### src/rtl/prm_pkg.sv
package prm_pkg;
  localparam int FRAC = 10;          // fraction bits of the mean
  localparam int QW   = 2 * FRAC;    // quotient width, one divider stage per bit
  localparam int LVW  = 3;           // activity level width
  typedef logic [LVW-1:0] lvl_t;
endpackage

### src/rtl/prm_quant.sv
module prm_quant #(
  parameter int TH1 = 4,
  parameter int TH2 = 12,
  parameter int TH3 = 28,
  parameter int TH4 = 60
) (
  input  logic [7:0] a,
  input  logic [7:0] b,
  input  logic       en,
  output logic [2:0] q
);
  logic [7:0] mag;

  always_comb begin
    mag = (a >= b) ? (a - b) : (b - a);
    q   = '0;
    if (en) begin
      q = 3'(32'(mag) >= TH1) + 3'(32'(mag) >= TH2)
        + 3'(32'(mag) >= TH3) + 3'(32'(mag) >= TH4);
    end
  end
endmodule

### src/rtl/prm_divsnap.sv
module prm_divsnap
  import prm_pkg::*;
#(
  parameter int SW  = 6,
  parameter int CW  = 4,
  parameter int TW  = 2,
  parameter int LV1 = 128,
  parameter int LV2 = 384,
  parameter int LV3 = 640,
  parameter int LV4 = 896
) (
  input  logic          clk,
  input  logic          rst_n,
  input  logic          in_valid,
  input  logic [TW-1:0] in_tile,
  input  logic [SW-1:0] in_sum,
  input  logic [CW-1:0] in_cnt,
  output logic          out_valid,
  output logic [TW-1:0] out_tile,
  output lvl_t          out_lev
);
  localparam logic [QW-1:0] B1 = QW'((1 << FRAC) + 3 * LV1);
  localparam logic [QW-1:0] B2 = QW'((1 << FRAC) + 3 * LV2);
  localparam logic [QW-1:0] B3 = QW'((1 << FRAC) + 3 * LV3);
  localparam logic [QW-1:0] B4 = QW'((1 << FRAC) + 3 * LV4);

  for (genvar i = 0; i <= QW; i++) begin : g_st
    logic          v;
    logic          z;
    logic [TW-1:0] tl;
    logic [CW-1:0] rm;
    logic [CW-1:0] dv;
    logic [QW-1:0] dd;
    logic [QW-1:0] qq;

    if (i == 0) begin : g_load
      always_ff @(posedge clk or negedge rst_n) begin
        if (!rst_n) v <= 1'b0;
        else        v <= in_valid;
      end
      always_ff @(posedge clk) begin
        z  <= (in_cnt == '0);
        tl <= in_tile;
        rm <= '0;
        dv <= (in_cnt == '0) ? CW'(1) : in_cnt;
        dd <= {{(QW-SW){1'b0}}, in_sum} << FRAC;
        qq <= '0;
      end
    end else begin : g_bit
      logic [CW:0] trial;
      logic [CW:0] diff;
      always_comb begin
        trial = {g_st[i-1].rm, g_st[i-1].dd[QW-i]};
        diff  = trial - {1'b0, g_st[i-1].dv};
      end
      always_ff @(posedge clk or negedge rst_n) begin
        if (!rst_n) v <= 1'b0;
        else        v <= g_st[i-1].v;
      end
      always_ff @(posedge clk) begin
        z  <= g_st[i-1].z;
        tl <= g_st[i-1].tl;
        dv <= g_st[i-1].dv;
        dd <= g_st[i-1].dd;
        if (trial >= {1'b0, g_st[i-1].dv}) begin
          rm <= diff[CW-1:0];
          qq <= g_st[i-1].qq | (QW'(1) << (QW - i));
        end else begin
          rm <= trial[CW-1:0];
          qq <= g_st[i-1].qq;
        end
      end
    end
  end

  lvl_t lev;
  always_comb begin
    lev = LVW'(g_st[QW].qq >= B1) + LVW'(g_st[QW].qq >= B2)
        + LVW'(g_st[QW].qq >= B3) + LVW'(g_st[QW].qq >= B4);
    if (g_st[QW].z) lev = '0;
  end

  always_ff @(posedge clk or negedge rst_n) begin
    if (!rst_n) out_valid <= 1'b0;
    else        out_valid <= g_st[QW].v;
  end

  always_ff @(posedge clk) begin
    out_tile <= g_st[QW].tl;
    out_lev  <= lev;
  end
endmodule

### src/rtl/perc_rel_unit.sv
module perc_rel_unit
  import prm_pkg::*;
#(
  parameter int TILE   = 4,
  parameter int NTILES = 4,
  parameter int TH1 = 4,
  parameter int TH2 = 12,
  parameter int TH3 = 28,
  parameter int TH4 = 60,
  parameter int LV1 = 128,
  parameter int LV2 = 384,
  parameter int LV3 = 640,
  parameter int LV4 = 896,
  localparam int TW = (NTILES > 1) ? $clog2(NTILES) : 1
) (
  input  logic          clk,
  input  logic          rst_n,
  input  logic          in_valid,
  output logic          in_ready,
  input  logic [7:0]    in_pix,
  input  logic [TW-1:0] in_tile,
  output logic          out_valid,
  output logic [TW-1:0] out_tile,
  output lvl_t          out_hlev,
  output lvl_t          out_vlev
);
  localparam int LINE  = TILE * NTILES;
  localparam int XW    = $clog2(LINE);
  localparam int OFFW  = $clog2(TILE);
  localparam int NDIFF = TILE * (TILE - 1);
  localparam int CW    = $clog2(NDIFF + 1);
  localparam int SW    = $clog2(4 * NDIFF + 1);

  logic [XW-1:0]   xpos;
  logic [OFFW-1:0] ypos;
  logic [7:0]      lbuf [LINE];
  logic            take, hen, ven, tile_end;
  logic [2:0]      qh, qv;
  logic [SW-1:0]   hsum [NTILES];
  logic [SW-1:0]   vsum [NTILES];
  logic [CW-1:0]   hcnt [NTILES];
  logic [CW-1:0]   vcnt [NTILES];
  logic [SW-1:0]   nhs, nvs;
  logic [CW-1:0]   nhc, nvc;

  assign in_ready = rst_n;
  assign take     = in_valid && in_ready;
  assign hen      = (xpos[OFFW-1:0] != '0);
  assign ven      = (ypos != '0);
  assign tile_end = (ypos == OFFW'(TILE - 1)) && (xpos[OFFW-1:0] == OFFW'(TILE - 1));

  prm_quant #(.TH1(TH1), .TH2(TH2), .TH3(TH3), .TH4(TH4)) u_qh (
    .a(in_pix), .b(lbuf[0]), .en(hen), .q(qh)
  );
  prm_quant #(.TH1(TH1), .TH2(TH2), .TH3(TH3), .TH4(TH4)) u_qv (
    .a(in_pix), .b(lbuf[LINE-1]), .en(ven), .q(qv)
  );

  always_comb begin
    nhs = hsum[in_tile] + SW'(qh);
    nvs = vsum[in_tile] + SW'(qv);
    nhc = hcnt[in_tile] + CW'(qh != '0);
    nvc = vcnt[in_tile] + CW'(qv != '0);
  end

  // raster position inside the current row of tiles
  always_ff @(posedge clk or negedge rst_n) begin
    if (!rst_n) begin
      xpos <= '0;
      ypos <= '0;
    end else if (take) begin
      if (xpos == XW'(LINE - 1)) begin
        xpos <= '0;
        ypos <= (ypos == OFFW'(TILE - 1)) ? '0 : ypos + 1'b1;
      end else begin
        xpos <= xpos + 1'b1;
      end
    end
  end

  // one-line delay; lbuf[0] is the left neighbour, lbuf[LINE-1] the one above
  always_ff @(posedge clk) begin
    if (take) begin
      lbuf[0] <= in_pix;
      for (int k = 1; k < LINE; k++) lbuf[k] <= lbuf[k-1];
    end
  end

  // per-tile accumulators, emptied when the tile is handed to the dividers
  always_ff @(posedge clk or negedge rst_n) begin
    if (!rst_n) begin
      for (int t = 0; t < NTILES; t++) begin
        hsum[t] <= '0; vsum[t] <= '0; hcnt[t] <= '0; vcnt[t] <= '0;
      end
    end else if (take) begin
      if (tile_end) begin
        hsum[in_tile] <= '0; vsum[in_tile] <= '0;
        hcnt[in_tile] <= '0; vcnt[in_tile] <= '0;
      end else begin
        hsum[in_tile] <= nhs; vsum[in_tile] <= nvs;
        hcnt[in_tile] <= nhc; vcnt[in_tile] <= nvc;
      end
    end
  end

  logic          launch;
  logic          vout_unused;
  logic [TW-1:0] vtile_unused;
  assign launch = take && tile_end;

  prm_divsnap #(.SW(SW), .CW(CW), .TW(TW),
                .LV1(LV1), .LV2(LV2), .LV3(LV3), .LV4(LV4)) u_hdiv (
    .clk(clk), .rst_n(rst_n), .in_valid(launch), .in_tile(in_tile),
    .in_sum(nhs), .in_cnt(nhc),
    .out_valid(out_valid), .out_tile(out_tile), .out_lev(out_hlev)
  );
  prm_divsnap #(.SW(SW), .CW(CW), .TW(TW),
                .LV1(LV1), .LV2(LV2), .LV3(LV3), .LV4(LV4)) u_vdiv (
    .clk(clk), .rst_n(rst_n), .in_valid(launch), .in_tile(in_tile),
    .in_sum(nvs), .in_cnt(nvc),
    .out_valid(vout_unused), .out_tile(vtile_unused), .out_lev(out_vlev)
  );
endmodule

### config.mk
export PLATFORM = sky130hd
export DESIGN_NAME = perc_rel_unit
export DESIGN_NICKNAME = d
export VERILOG_FILES = /design/src/rtl/prm_pkg.sv /design/src/rtl/prm_quant.sv /design/src/rtl/prm_divsnap.sv /design/src/rtl/perc_rel_unit.sv
export SDC_FILE = /design/constraint.sdc
export NUM_CORES = 1
export LEC_CHECK = 0
export BUFFER_PORTS_ARGS = -buffer_cell sky130_fd_sc_hd__buf_2
export CORE_ASPECT_RATIO = 0.7
export CORE_MARGIN = 1.5
export CORE_UTILIZATION = 30
export DETAILED_ROUTE_END_ITERATION = 6
export PLACE_DENSITY = 0.47
export SYNTH_ARGS = -nofsm -noshare
export SYNTH_HDL_FRONTEND = slang
export SYNTH_SLANG_ARGS = --single-unit
export TNS_END_PERCENT = 100
### constraint.sdc
create_clock -name clk -period 5.82 [get_ports clk]
set_input_delay 0.873 -clock clk [delete_from_list [all_inputs] [get_ports clk]]
set_output_delay 0.873 -clock clk [all_outputs]
set_load 0.01 [all_outputs]
==> results.cfg, run 1 <==
[pwr]
switchingPower_mw = 5.317
power.share.clock_pct = 31.1
comb_power_share_pct = 18.5
ir_drop_mv = 0.2540
power.internal_mw = 14.22
power_frac_seq_pct = 50.4
power_switching_share_pct = 27.21
finalPower_mw = 19.54
p_leak_nw = 14.49
power.density_nw_per_um2 = 564.5

[timing]
finalSetupTns_ns = 0
slew_viol_final = 0
worst_slew_pin_slew_ns = 1.031
clock.fmax_mhz = 185.1
clock_skew_ns = 0.02530
max_slew_margin_pct = 31.27
finalCriticalPeriod_ns = 5.402
rsz0062_at_grt = false
setup_slack_ns = 0.4176
setup_viol = 0
fin_crit_sh_pct = 92.83
hold_violations = 0

[global_route]
grt_use_total_pct = 8.765
gr-total-overflow = 0
antenna_found_initial = 1
grt_max_degree = 83
grt_pass1_vias = 14840
grt_pass1_wl_um = 72260

[synthesis]
netlist_area_um2 = 29450
synth_edf_count = 128
synthFlopType = dfxtp_1
ys_async_sr_fraction_pct = 11.00
synthCells = 2166
yosysWarnings = 0
synth.distinct_cells = 64
ys_ff_latch = 982
syn_avg_cell_area_um2 = 13.59
seq_area_frac_synth_pct = 72.95

[critical_path]
cp.arrival_ns = 5.96
path_class = register to register
required_ns = 6.38
critPathLaunchType = register
end_kind = register
path_max_fanout = 6

[clocking]
htree_levels = 3
cts-root-buf = clkbuf_16
numCtsBuffers = 90
post_cts_resize_count = 0
cts_tree = built
cts_setup_buffers = 0
clk_path_buf_depth = 3
path_clk_slew_ns = 0.07
numClockSinks = 982
holdBufCountCts = 0
clk_latency_ns = 0.67

[detailed_routing]
vias = 14590
drt_pass1_iterations = 5
drt_iter0_markers = 726
ant_nets = 0
wirelength_um = 41710
routedWlPerCell_um = 11.32
drc = 0
via_per_inst = 3.958

[place]
port_buffers = 22
place.gp.congestion = 0.7645
dp_slack_ns = -0.1864
dp_hpwl_um = 26110

[floorplan]
boundaryPins = 23
coreArea_um2 = 96640
die_area_um2 = 100100
start_util_pct = 30.47
row_count = 95
die_h_um = 265.1
die_w_um = 377.5

[hold_path]
hold_class = input pin to asynchronous set/reset pin

[final_layout]
antenna_cells = 0
final_net_count = 2495
areaGrowthSynthToFinish_pct = 17.56
layout-drive-gt1-share_pct = 10.81

[flow_run]
cap_violations = 0

[run_status]
status = finished clean
[placed cells by master, fill, tap and decap left out, drive strengths merged, types with 5 or more instances in the layout]
cell type  synthesis  layout
nand2            213     213
o21ai            171     171
nand4             14      14
edfxtp           128     128
clkinvlp           0       5
buf                7      73
fa                29      29
bufinv             0       7
nor3              13      13
nor4               6       6
o211a             12      12
clkbuf            22     126
nor2b             45      45
xor2              33      33
ha               150     150
a211oi             5       5
dfxtp            746     746
mux2i             16      16
mux4              20      20
and2               5       5
a21o              19      19
clkinv             1      19
a21oi             32      32
nand3             12      12
dfrtp            108     108
xnor2             12      12
a221oi            12      12
nor2              68      68
or4               13      13
a21boi            14      14
inv              195     205
[metrics by stage]
step                util, %  cells  cell area, µm²  hold WS (ns)
finish                35.82   3686           34620        0.1194
global route          35.82   3686           34620       0.09495
CTS                   35.82   3686           34620       0.06070
detailed placement    32.56   3520           31460        0.3121
global placement      32.56   3520           31460        0.3095
floorplan                 -   2167           29450        0.3096
[worst paths after layout]
kind / from / depth (start not counted) / endpoint / slack [ns]
worst max-delay path: lbuf[0][2] / 20 / u_hdiv.g_st[0].dv[0] / 0.42
worst min-delay path: rst_n / 1 / u_hdiv.g_st[8].v / 0.12
worst max register to register: lbuf[0][2] / 20 / u_hdiv.g_st[0].dv[0] / 0.42
worst min register to register: u_vdiv.g_st[6].qq[16] / 0 / u_vdiv.g_st[7].qq[16] / 0.31
max in group asynchronous: rst_n / 2 / hsum[10] / 4.34
min in group clk: u_vdiv.g_st[6].qq[16] / 0 / u_vdiv.g_st[7].qq[16] / 0.31
[power groups by stage]
stage                     logic [mW]  registers (mW)  clock network (mW)
after floorplan                 2.80            9.74                   0
after global placement          3.49            9.96                   0
after detailed placement        3.66            10.0                   0
after CTS                       3.69            9.88                6.33
after global routing            4.27            10.1                6.61
final                           3.62            9.85                6.08
[critical path, cell delays in order, from the launching register on]
cell and delay (ns):
edfxtp_1 0.46, ha_1 0.34, buf_4 0.16, nand2_1 0.07, o21ai_2 0.09, a211oi_4 0.39, mux2_4 0.34, a31oi_2 0.17
mux2i_2 0.26, o21ai_1 0.12, a211o_1 0.28, ha_1 0.29, fa_1 0.43, ha_1 0.28, nor2b_1 0.15, or3_1 0.41
ha_1 0.23, ha_1 0.19, xor2_1 0.25, nor4_1 0.09, or2_2 0.27
[sequential cells by signal, indices dropped and copies added, names as in the netlist, 42 cells and up]
register        count
u_hdiv.g_st.qq    182
u_vdiv.g_st.qq    182
lbuf              128
u_hdiv.g_st.dv     52
u_vdiv.g_st.dv     52
u_hdiv.g_st.rm     48
u_vdiv.g_st.rm     48
u_hdiv.g_st.dd     45
u_vdiv.g_st.dd     45
u_hdiv.g_st.tl     42
[cells in the mapped netlist (5+ instances only)]
library cell,n,area [µm²]
dfxtp_1,746,14930
nand2_1,213,799.5
inv_1,195,732.0
o21ai_0,168,840.8
ha_1,150,1877
edfxtp_1,128,3844
dfrtp_1,108,2703
nor2_1,68,255.2
nor2b_1,45,281.5
xor2_1,33,289.0
a21oi_1,32,160.2
fa_1,29,580.6
clkbuf_1,22,82.58
mux4_2,20,450.4
a21o_1,19,142.6
mux2i_1,15,150.1
a21boi_0,14,105.1
nand4_1,14,87.58
nor3_1,13,65.06
or4_1,13,97.59
a221oi_1,12,105.1
nand3_1,12,60.06
o211a_1,12,120.1
xnor2_1,12,105.1
nor4_1,6,37.54
and2_1,5,31.28
[routing by layer]
metal  vias up  track usage, %  wire [µm]
met4         0           3.738       1309
met2       168           12.64      17200
met3       113           2.632       1636
met5         -               0          0
met1      6827           12.12      21570
li1       7481               -          -
[layout make-up]
cell class | instances | area (µm²)
Inverter | 196 | 738.2
Multi-Input combinational cell | 960 | 7109
Clock buffer | 126 | 2633
Fill cell | 9248 | 62020
Tap cell | 1309 | 1638
Sequential cell | 982 | 21480
Clock inverter | 40 | 523.0
Timing Repair Buffer | 73 | 495.5
[cell families (layout without fill, tap and decap cells)]
group	after synthesis	in the layout	share of synthesized area, %
DFF	982	982	72.95
and+or+nand+nor	408	408	6.280
AOI/OAI and AO/OA	288	288	5.966
buffers and inverters	225	435	2.936
adders and majority gates	180	180	8.379
xor gates and xnor gates	45	45	1.338
muxes	37	37	2.137
other	1	2	0.01274
Note: power is estimated with default switching activity, not from simulation.
==> run 2, diff against run 1 <==
Settings changed: ABC_AREA set to 1.
==> results.cfg, run 2 <==
[global_route]
grt_pass1_wl_um = 78870
grt_pass1_vias = 16200
antenna_found_initial = 1
gr-total-overflow = 0
grt_use_total_pct = 9.476
grt_max_degree = 81

[synthesis]
yosys-top-cells-area = dfxtp_1, edfxtp_1, dfrtp_1, ha_1, inv_1
synthAdderAreaFrac_pct = 8.179
seq_area_frac_synth_pct = 71.50
muxShareOfSynthArea_pct = 0
synth_edf_count = 128
netlist_area_um2 = 30040
syn_avg_cell_area_um2 = 12.08
synthFlopType = dfxtp_1
synth_area_leader_cell = dfxtp_1
ys_ff_latch = 982
yosysMostFrequentCell = dfxtp_1
synthSimpleGateAreaFrac_pct = 8.879
yosysWarnings = 0
synth.top_cell.area_share_pct = 49.71
ys_async_sr_fraction_pct = 11.00
synth_top_family_by_area = simple AND/OR/NAND/NOR gates
synthCells = 2488
ys_top_cells_by_count = dfxtp_1, inv_1, nand2_1
synth_xor_area_share_pct = 1.628
synth-compound-area-share_pct = 5.272
synth.distinct_cells = 54

[critical_path]
cp.arrival_ns = 5.47
startpoint = lbuf[1][56]
critPathLaunchType = register
path_class = register to register
required_ns = 6.38
ff2ff_setup_slack_ns = 0.92
cpMostUsedCell = nand2_1
cp_slowest_cell = edfxtp_1
crit_path_max_incr_delay_ns = 0.49
r2r_cells = 26
reg2reg_to = vsum[22]
end_kind = register
crit_path_end = vsum[22]
r2r-start = lbuf[1][56]
path_max_fanout = 9

[timing]
rsz0062_at_grt = false
slew_viol_final = 0
finalHoldWorstSlack_ns = 0.1152
finalSetupTns_ns = 0
max_slew_margin_pct = 29.26
clock.fmax_mhz = 204.0
fin_crit_sh_pct = 84.22
worst_slew_pin_slew_ns = 1.051
hold_violations = 0
clock_skew_ns = 0.04814
setup_viol = 0
finalCriticalPeriod_ns = 4.902

[detailed_routing]
drt_pass1_iterations = 7
ant_nets = 0
drt_iter0_markers = 864
wirelength_um = 46880
vias = 16110
via_per_inst = 4.052
routedWlPerCell_um = 11.79
drc = 0

[floorplan]
boundaryPins = 23
die_area_um2 = 102100
die_w_um = 381.2
die_h_um = 267.8
start_util_pct = 30.47
coreArea_um2 = 98610
row_count = 96

[place]
dp_hpwl_um = 29900
port_buffers = 22
place_area_um2 = 31720
place.gp.congestion = 0.8281

[clocking]
cts_setup_buffers = 0
htree_levels = 3
holdBufCountCts = 0
post_cts_resize_count = 0
numClockSinks = 982
cts_tree = built
cts-root-buf = clkbuf_16
path_clk_slew_ns = 0.06
numCtsBuffers = 91
clk_path_buf_depth = 3
clk_latency_ns = 0.68

[final_layout]
layout_commonest_cell = dfxtp_1
layout-drive-gt1-share_pct = 8.142
postLayoutCellArea_um2 = 34910
n_fill_cell = 9494
final_net_count = 2767
multi_input_area_um2 = 7206
areaGrowthSynthToFinish_pct = 16.19
layout_common_cells = dfxtp_1, inv_1, nand2_1
register_area_um2 = 21480
biggestRegsByFlops = u_hdiv.g_st.qq (182), u_vdiv.g_st.qq (182), lbuf (128)

[pwr]
p_leak_nw = 15.41
ir_drop_mv = 0.2323
power.density_nw_per_um2 = 600.0

[flow_run]
cap_violations = 0

[hold_path]
hold_class = input pin to asynchronous set/reset pin

[run_status]
status = finished clean
run 2: layer usage:
metal	vias up	track usage [%]	part of all wire [%]
met5	-	0	0
met4	0	4.178	3.2
li1	8162	-	-
met1	7539	12.94	50
met3	128	2.710	5.2
met2	284	13.94	41
run 2: per-stage QoR:
| step | std cells | util (%) | worst slack, ns | total power [mW] |
|---|---|---|---|---|
| 3_3_place_gp | 3805 | 32.16 | 0.6393 | 14.83 |
| 3_5_place_dp | 3805 | 32.16 | 0.4353 | 15.04 |
| 6_report | 3977 | 35.40 | 0.9183 | 20.94 |
| 2_1_floorplan | 2489 | - | 1.097 | 13.78 |
| 5_1_grt | 3977 | 35.40 | 0.4495 | 22.62 |
| 4_1_cts | 3976 | 35.40 | 0.9758 | 21.29 |
run 2: cell families (layout without fill, tap and decap cells):
| logic type | Yosys count | in the layout |
|---|---|---|
| adders and majority gates | 179 | 179 |
| other | 1 | 3 |
| and+or+nand+nor | 651 | 651 |
| DFF | 982 | 982 |
| AOI/OAI and AO/OA | 265 | 265 |
| xor gates and xnor gates | 55 | 55 |
| buffers and inverters | 355 | 519 |
run 2: cell type report:
class,instances,share of cell area (%)
multi-input combinational,1152,20.64
clock buffer,130,7.652
sequential,982,61.53
inverter,316,3.405
antenna,1,0.007168
clock inverter,41,1.480
timing repair buffer,32,0.5376
tap,1323,4.742
run 2: worst min-delay path by stage:
stage,slack (ns),end,startpoint
global route,0.09,u_hdiv.g_st[16].v,rst_n
global placement,0.31,u_hdiv.g_st[8].qq[14],u_hdiv.g_st[7].qq[14]
finish,0.12,u_hdiv.g_st[16].v,rst_n
detailed placement,0.31,u_hdiv.out_tile[1],u_hdiv.g_st[20].tl[1]
CTS,0.07,u_hdiv.g_st[0].v,rst_n
floorplan,0.31,u_hdiv.g_st[10].qq[11],u_hdiv.g_st[9].qq[11]
run 2: power breakdown:
group / total, mW / switching [mW] / internal [mW] / leakage [nW]
clock: 6.09 / 2.57 / 3.52 / 1.56
sequential: 10.1 / 0.852 / 9.30 / 8.77
combinational: 4.71 / 2.81 / 1.90 / 5.08
total: 20.9 / 6.23 / 14.7 / 15.4
run 2: critical path, delay by kind of cell, from the launching register on:
family	cells	cell delay [ns]
compound gates	2	0.41
fa+ha+maj	6	1.88
buf+inv	4	0.27
flops	1	0.49
simple gates	14	1.72
